===== src/rtl/acc_alu_pkg.sv =====
package acc_alu_pkg;

    localparam int OP_W   = 4;
    localparam int NIB_W  = 4;
    localparam int BCD_MAX = 9;
    localparam int BCD_FIX = 6;
    localparam int FLG_N  = 3;

    // Flag write-enable bit positions
    localparam int WE_CY = 2;
    localparam int WE_AC = 1;
    localparam int WE_OV = 0;

    typedef enum logic [OP_W-1:0] {
        OP_ADD  = 4'd0,
        OP_ADDC = 4'd1,
        OP_SUBB = 4'd2,
        OP_DADJ = 4'd3,
        OP_AND  = 4'd4,
        OP_OR   = 4'd5,
        OP_XOR  = 4'd6,
        OP_CLR  = 4'd7,
        OP_CPL  = 4'd8,
        OP_ROL  = 4'd9,
        OP_ROR  = 4'd10,
        OP_ROLC = 4'd11,
        OP_RORC = 4'd12,
        OP_SWP  = 4'd13,
        OP_INC  = 4'd14,
        OP_DEC  = 4'd15
    } alu_op_e;

    typedef enum logic [1:0] {
        SRC_ARITH = 2'd0,
        SRC_DADJ  = 2'd1,
        SRC_BITS  = 2'd2
    } res_src_e;

    typedef struct packed {
        logic cy;
        logic ac;
        logic ov;
    } flag_t;

    typedef struct packed {
        res_src_e           src;
        logic               use_carry_in;
        logic               subtract;
        logic [FLG_N-1:0]   we;
        logic               cy_from_bits;
    } op_ctl_t;

    function automatic op_ctl_t decode_op(input alu_op_e op);
        op_ctl_t c;
        c.src          = SRC_BITS;
        c.use_carry_in = 1'b0;
        c.subtract     = 1'b0;
        c.we           = '0;
        c.cy_from_bits = 1'b0;
        unique case (op)
            OP_ADD: begin
                c.src = SRC_ARITH;
                c.we  = 3'b111;
            end
            OP_ADDC: begin
                c.src          = SRC_ARITH;
                c.use_carry_in = 1'b1;
                c.we           = 3'b111;
            end
            OP_SUBB: begin
                c.src          = SRC_ARITH;
                c.use_carry_in = 1'b1;
                c.subtract     = 1'b1;
                c.we           = 3'b111;
            end
            OP_DADJ: begin
                c.src          = SRC_DADJ;
                c.we[WE_CY]    = 1'b1;
            end
            OP_ROLC, OP_RORC: begin
                c.we[WE_CY]    = 1'b1;
                c.cy_from_bits = 1'b1;
            end
            default: ;
        endcase
        return c;
    endfunction

endpackage


===== src/rtl/acc_alu_addsub.sv =====
module acc_alu_addsub
    import acc_alu_pkg::*;
#(
    parameter int DATA_W = 8
) (
    input  logic [DATA_W-1:0] a_i,
    input  logic [DATA_W-1:0] b_i,
    input  logic              cin_i,
    input  logic              sub_i,
    output logic [DATA_W-1:0] sum_o,
    output flag_t             flg_o
);
    localparam int SUM_W = DATA_W + 1;
    localparam int LOW_W = NIB_W + 1;

    logic [DATA_W-1:0] b_eff;
    logic              cin_eff;
    logic [SUM_W-1:0]  full_sum;
    logic [LOW_W-1:0]  low_sum;
    logic              msb_a;
    logic              msb_b;
    logic              msb_r;

    // Subtraction as a + ~b + ~borrow; the carry outputs invert to borrows.
    assign b_eff   = sub_i ? ~b_i : b_i;
    assign cin_eff = sub_i ? ~cin_i : cin_i;

    assign full_sum = {1'b0, a_i} + {1'b0, b_eff} + {{DATA_W{1'b0}}, cin_eff};
    assign low_sum  = {1'b0, a_i[NIB_W-1:0]} + {1'b0, b_eff[NIB_W-1:0]}
                    + {{NIB_W{1'b0}}, cin_eff};

    assign sum_o = full_sum[DATA_W-1:0];

    assign msb_a = a_i[DATA_W-1];
    assign msb_b = b_eff[DATA_W-1];
    assign msb_r = full_sum[DATA_W-1];

    always_comb begin
        flg_o.cy = full_sum[DATA_W] ^ sub_i;
        flg_o.ac = low_sum[NIB_W] ^ sub_i;
        flg_o.ov = (msb_a == msb_b) && (msb_r != msb_a);
    end

endmodule


===== src/rtl/acc_alu_dadj.sv =====
module acc_alu_dadj
    import acc_alu_pkg::*;
#(
    parameter int DATA_W = 8
) (
    input  logic [DATA_W-1:0] val_i,
    input  logic              cy_i,
    input  logic              ac_i,
    output logic [DATA_W-1:0] val_o,
    output logic              cy_o
);
    localparam int DIGITS = DATA_W / NIB_W;
    localparam int EXT_W  = DATA_W + 1;

    logic [DIGITS:0][DATA_W-1:0] stage_val;
    logic [DIGITS:0]             stage_cy;

    assign stage_val[0] = val_i;
    assign stage_cy[0]  = cy_i;

    for (genvar k = 0; k < DIGITS; k++) begin : g_digit
        localparam int LSB = k * NIB_W;
        localparam logic [EXT_W-1:0] FIX = EXT_W'(BCD_FIX) << LSB;

        logic [NIB_W-1:0] digit;
        logic             force_fix;
        logic             need_fix;
        logic [EXT_W-1:0] adj;

        assign digit = stage_val[k][LSB +: NIB_W];

        // Lowest digit follows the aux flag, top digit the running carry.
        if (k == 0) begin : g_low
            assign force_fix = ac_i;
        end else if (k == DIGITS - 1) begin : g_top
            assign force_fix = stage_cy[k];
        end else begin : g_mid
            assign force_fix = 1'b0;
        end

        assign need_fix = (digit > NIB_W'(BCD_MAX)) || force_fix;
        assign adj      = {1'b0, stage_val[k]} + (need_fix ? FIX : '0);

        assign stage_val[k+1] = adj[DATA_W-1:0];
        assign stage_cy[k+1]  = stage_cy[k] | adj[DATA_W];
    end

    assign val_o = stage_val[DIGITS];
    assign cy_o  = stage_cy[DIGITS];

endmodule


===== src/rtl/acc_alu_bitops.sv =====
module acc_alu_bitops
    import acc_alu_pkg::*;
#(
    parameter int DATA_W = 8
) (
    input  alu_op_e           op_i,
    input  logic [DATA_W-1:0] a_i,
    input  logic [DATA_W-1:0] b_i,
    input  logic              cin_i,
    output logic [DATA_W-1:0] res_o,
    output logic              cout_o
);
    localparam int HALF = DATA_W / 2;

    logic [DATA_W-1:0] rol_v;
    logic [DATA_W-1:0] ror_v;
    logic [DATA_W-1:0] rolc_v;
    logic [DATA_W-1:0] rorc_v;
    logic [DATA_W-1:0] swp_v;
    logic [DATA_W-1:0] inc_v;
    logic [DATA_W-1:0] dec_v;

    assign rol_v  = {a_i[DATA_W-2:0], a_i[DATA_W-1]};
    assign ror_v  = {a_i[0], a_i[DATA_W-1:1]};
    assign rolc_v = {a_i[DATA_W-2:0], cin_i};
    assign rorc_v = {cin_i, a_i[DATA_W-1:1]};
    assign swp_v  = {a_i[HALF-1:0], a_i[DATA_W-1:HALF]};
    assign inc_v  = a_i + DATA_W'(1);
    assign dec_v  = a_i - DATA_W'(1);

    always_comb begin
        res_o  = a_i;
        cout_o = cin_i;
        unique case (op_i)
            OP_AND:  res_o = a_i & b_i;
            OP_OR:   res_o = a_i | b_i;
            OP_XOR:  res_o = a_i ^ b_i;
            OP_CLR:  res_o = '0;
            OP_CPL:  res_o = ~a_i;
            OP_ROL:  res_o = rol_v;
            OP_ROR:  res_o = ror_v;
            OP_ROLC: begin
                res_o  = rolc_v;
                cout_o = a_i[DATA_W-1];
            end
            OP_RORC: begin
                res_o  = rorc_v;
                cout_o = a_i[0];
            end
            OP_SWP:  res_o = swp_v;
            OP_INC:  res_o = inc_v;
            OP_DEC:  res_o = dec_v;
            default: res_o = a_i;
        endcase
    end

endmodule


===== src/rtl/acc_alu.sv =====
module acc_alu
    import acc_alu_pkg::*;
#(
    parameter int DATA_W = 8
) (
    input  logic [3:0]        op_i,
    input  logic [DATA_W-1:0] acc_i,
    input  logic [DATA_W-1:0] opnd_i,
    input  logic              cy_i,
    input  logic              ac_i,
    output logic [DATA_W-1:0] res_o,
    output logic              cy_o,
    output logic              ac_o,
    output logic              ov_o,
    output logic              par_o,
    output logic [2:0]        flag_we_o
);
    alu_op_e           op;
    op_ctl_t           ctl;

    logic [DATA_W-1:0] arith_res;
    flag_t             arith_flg;
    logic [DATA_W-1:0] dadj_res;
    logic              dadj_cy;
    logic [DATA_W-1:0] bits_res;
    logic              bits_cy;
    logic              cin_arith;

    assign op        = alu_op_e'(op_i);
    assign ctl       = decode_op(op);
    assign cin_arith = ctl.use_carry_in & cy_i;

    acc_alu_addsub #(.DATA_W(DATA_W)) u_addsub (
        .a_i   (acc_i),
        .b_i   (opnd_i),
        .cin_i (cin_arith),
        .sub_i (ctl.subtract),
        .sum_o (arith_res),
        .flg_o (arith_flg)
    );

    acc_alu_dadj #(.DATA_W(DATA_W)) u_dadj (
        .val_i (acc_i),
        .cy_i  (cy_i),
        .ac_i  (ac_i),
        .val_o (dadj_res),
        .cy_o  (dadj_cy)
    );

    acc_alu_bitops #(.DATA_W(DATA_W)) u_bitops (
        .op_i   (op),
        .a_i    (acc_i),
        .b_i    (opnd_i),
        .cin_i  (cy_i),
        .res_o  (bits_res),
        .cout_o (bits_cy)
    );

    always_comb begin
        flag_t nxt;
        nxt.cy = cy_i;
        nxt.ac = ac_i;
        nxt.ov = 1'b0;
        res_o  = bits_res;
        unique case (ctl.src)
            SRC_ARITH: begin
                res_o = arith_res;
                nxt   = arith_flg;
            end
            SRC_DADJ: begin
                res_o  = dadj_res;
                nxt.cy = dadj_cy;
            end
            default: begin
                res_o = bits_res;
                if (ctl.cy_from_bits) begin
                    nxt.cy = bits_cy;
                end
            end
        endcase
        cy_o = ctl.we[WE_CY] ? nxt.cy : cy_i;
        ac_o = ctl.we[WE_AC] ? nxt.ac : ac_i;
        ov_o = ctl.we[WE_OV] ? nxt.ov : 1'b0;
    end

    assign flag_we_o = ctl.we;
    assign par_o     = ^res_o;

endmodule


===== config.mk =====
export PLATFORM = sky130hd
export DESIGN_NAME = acc_alu
export DESIGN_NICKNAME = d
export VERILOG_FILES = /design/src/rtl/acc_alu_pkg.sv /design/src/rtl/acc_alu_addsub.sv /design/src/rtl/acc_alu_dadj.sv /design/src/rtl/acc_alu_bitops.sv /design/src/rtl/acc_alu.sv
export SDC_FILE = /design/constraint.sdc
export NUM_CORES = 1
export LEC_CHECK = 0
export ABC_AREA = 1
export ABC_CLOCK_PERIOD_IN_PS = 14150
export BUFFER_PORTS_ARGS = -buffer_cell sky130_fd_sc_hd__buf_2
export CORE_ASPECT_RATIO = 1.75
export CORE_UTILIZATION = 66
export DETAILED_ROUTE_END_ITERATION = 10
export PLACE_DENSITY_LB_ADDON = 0.05
export SLEW_MARGIN = 20
export SYNTH_ARGS = -nofsm -noshare
export SYNTH_HDL_FRONTEND = slang
export SYNTH_SLANG_ARGS = --single-unit
export TNS_END_PERCENT = 50

===== constraint.sdc =====
create_clock -name vclk -period 14.15
set_input_delay 2.83 -clock vclk [all_inputs]
set_output_delay 2.83 -clock vclk [all_outputs]
set_load 0.01 [all_outputs]

==> results.cfg <==
[run_status]
status = finished clean

[global_route]
antenna_found_initial = 0
grt_max_degree = 14
grt_first_pass_wirelength_um = 11400
grt_pass1_vias = 2667
grt.overflow.total = 0
grt_use_total_pct = 40.0

[worst_hold_path]
holdCritPathClass = input port to output port

[power_and_ir_drop]
pwr-share-seq_pct = 0
p_leak_nw = 1.71
p_comb_share_pct = 100.0
power_frac_clock_pct = 0
p_int_uw = 35.8
swShare_pct = 65.2
vdd.ir_drop.worst_mv = 0.0389
pwr_density_cell_nw_per_um2 = 38.6
switching_power_uw = 67.0

[worst_setup_path]
critPathCaptureType = output port
crit_required_ns = 11.32
cp_slowest_stage_delay_ns = 0.41
crit_buf_inv = 2
cp-start-kind = input port
cpMaxStageDelayCell = fa_1
cp_cell_sequence = buf_2, o21ai_0, nand2_1, ha_1, fa_1, nand3_1, nor2_1, nand2_1, nand2_1, o21ai_0, nand2_1, ha_1, fa_1, nand3b_1, nand3b_1, nand2_1, nor2_1, nand2_1, nand2_1, nand2_1, nand2_1, nand2_1, nand2_1, buf_2
cp_common_cell = nand2_1
crit_type = input port to output port
critPathTopFamily = simple AND/OR/NAND/NOR gates
arrival_ns = 6.17
cp_max_fo = 12

[logic_synthesis]
synth_top_area_cell = nand2_1
synth-compound-area-share_pct = 7.18
synth_top_family_by_area = simple AND/OR/NAND/NOR gates
yosys_warnings = 0
yosys.area.top_type_share_pct = 30.9
yosysSeqAreaShare_pct = 0
synth-simple-area-share_pct = 54.4
syn_area_per_cell_um2 = 5.05
syn-instance-count = 487
yosysMostFrequentCell = nand2_1
synth_common_cells = 202 x nand2_1, 76 x inv_1, 53 x nor2_1
yosysUniqueCellTypes = 29
syn_nets = 547
synth_mux_area_share_pct = 0
synth_xor_area_share_pct = 4.28
synth.area.top_cells = nand2_1 31%, ha_1 17%, inv_1 12%
syn_area_um2 = 2460
synthAdderAreaFrac_pct = 20.9

[timing]
drv_slew = 0
max_slew.worst_pin.slew_ns = 0.690
clock.fmax_ghz = 0.111
rsz0062_at_grt = false
final-hold-violation-count = 0
fin_crit_sh_pct = 63.6
setup_viol = 0
period_minus_slack_ns = 9.00
setup_ws_ns = 5.15
finalSetupTns_ns = 0
max-slew-margin-rel_pct = 53.8

[placement]
io_buffers = 37
place_ws_ns = 5.17
hpwl_um = 6350
gp_congestion = 0.955

[floorplan]
dieArea_um2 = 3980
die_y_um = 82.7
fp.dieW_um = 48.1
ios = 37
start_util_pct = 68.4
num_rows = 29
coreArea_um2 = 3590

[layout]
nNetsFinal = 581
area_growth_pct = 8.55
design.seq.count = 0
seq_area_um2 = 0
num-clock-buffers = 0
final_layout_size_suffix_gt1_share_pct = 10.4
final_util_pct = 74.3
n_antenna_cell = 0

[clock_network]
post_cts_buffers = 0
hold_buffers = 0
cts_resized = 0

[routing]
viasPerCell = 5.56
ant_nets = 0
drt_pass1_iterations = 4
via_count = 3144
post_drt_wl_per_cell_um = 13.5
routed_wl_um = 7640
drtIter0Drc = 135
drc = 0

[job]
drv_cap = 0
## per-layer routing
layer | wire length [um] | GRT usage, % | vias to the layer above
met5 | 0 | 0 | -
met4 | 535 | 24.7 | 0
met3 | 462 | 3.26 | 38
met2 | 3820 | 70.5 | 147
met1 | 2820 | 43.0 | 1384
li1 | - | - | 1575
## cells in the final DEF, fill, tap and decap left out, types with 8 or more instances in the layout
cell type / n
nand2_1: 202
inv_1: 76
nor2_1: 53
nand3_1: 42
buf_2: 37
ha_1: 33
a21oi_1: 13
xor2_1: 10
o21ai_0: 10
nor2_2: 8
## worst paths after layout
kind              slack [ns]  depth (start not counted)     to  startpoint
setup / recovery        5.15                         24  par_o    acc_i[1]
hold / removal          6.09                          4   ac_o        ac_i
## layout make-up
type / count / area (um2)
inverters: 78 / 293
fillers: 370 / 925
multi-input cells: 404 / 2130
repair buffers: 37 / 185
well taps: 46 / 57.6
## power groups by stage
| stage | sequential (mW) | clock [mW] | combinational, mW |
|---|---|---|---|
| after global placement | 0 | 0 | 0.0983 |
| final | 0 | 0 | 0.103 |
| after floorplan | 0 | 0 | 0.0714 |
| after CTS | 0 | 0 | 0.102 |
| after global routing | 0 | 0 | 0.119 |
| after detailed placement | 0 | 0 | 0.101 |
## per-stage QoR
step	cell area [um2]	cells	hold slack (ns)	total power, mW
after floorplan	2460	487	5.81	0.0714
after global placement	2670	565	6.07	0.0983
after detailed placement	2670	565	6.08	0.101
after CTS	2670	565	6.08	0.102
after global routing	2670	565	6.12	0.119
final	2670	565	6.09	0.103
## cell families (layout without fill, tap and decap cells)
kind of cell,after synthesis,count (layout)
compound gates,32,32
fa+ha+maj,38,38
simple gates,322,322
buf+inv,83,115
xor+xnor,12,12
(Power assumes the default switching activity.)
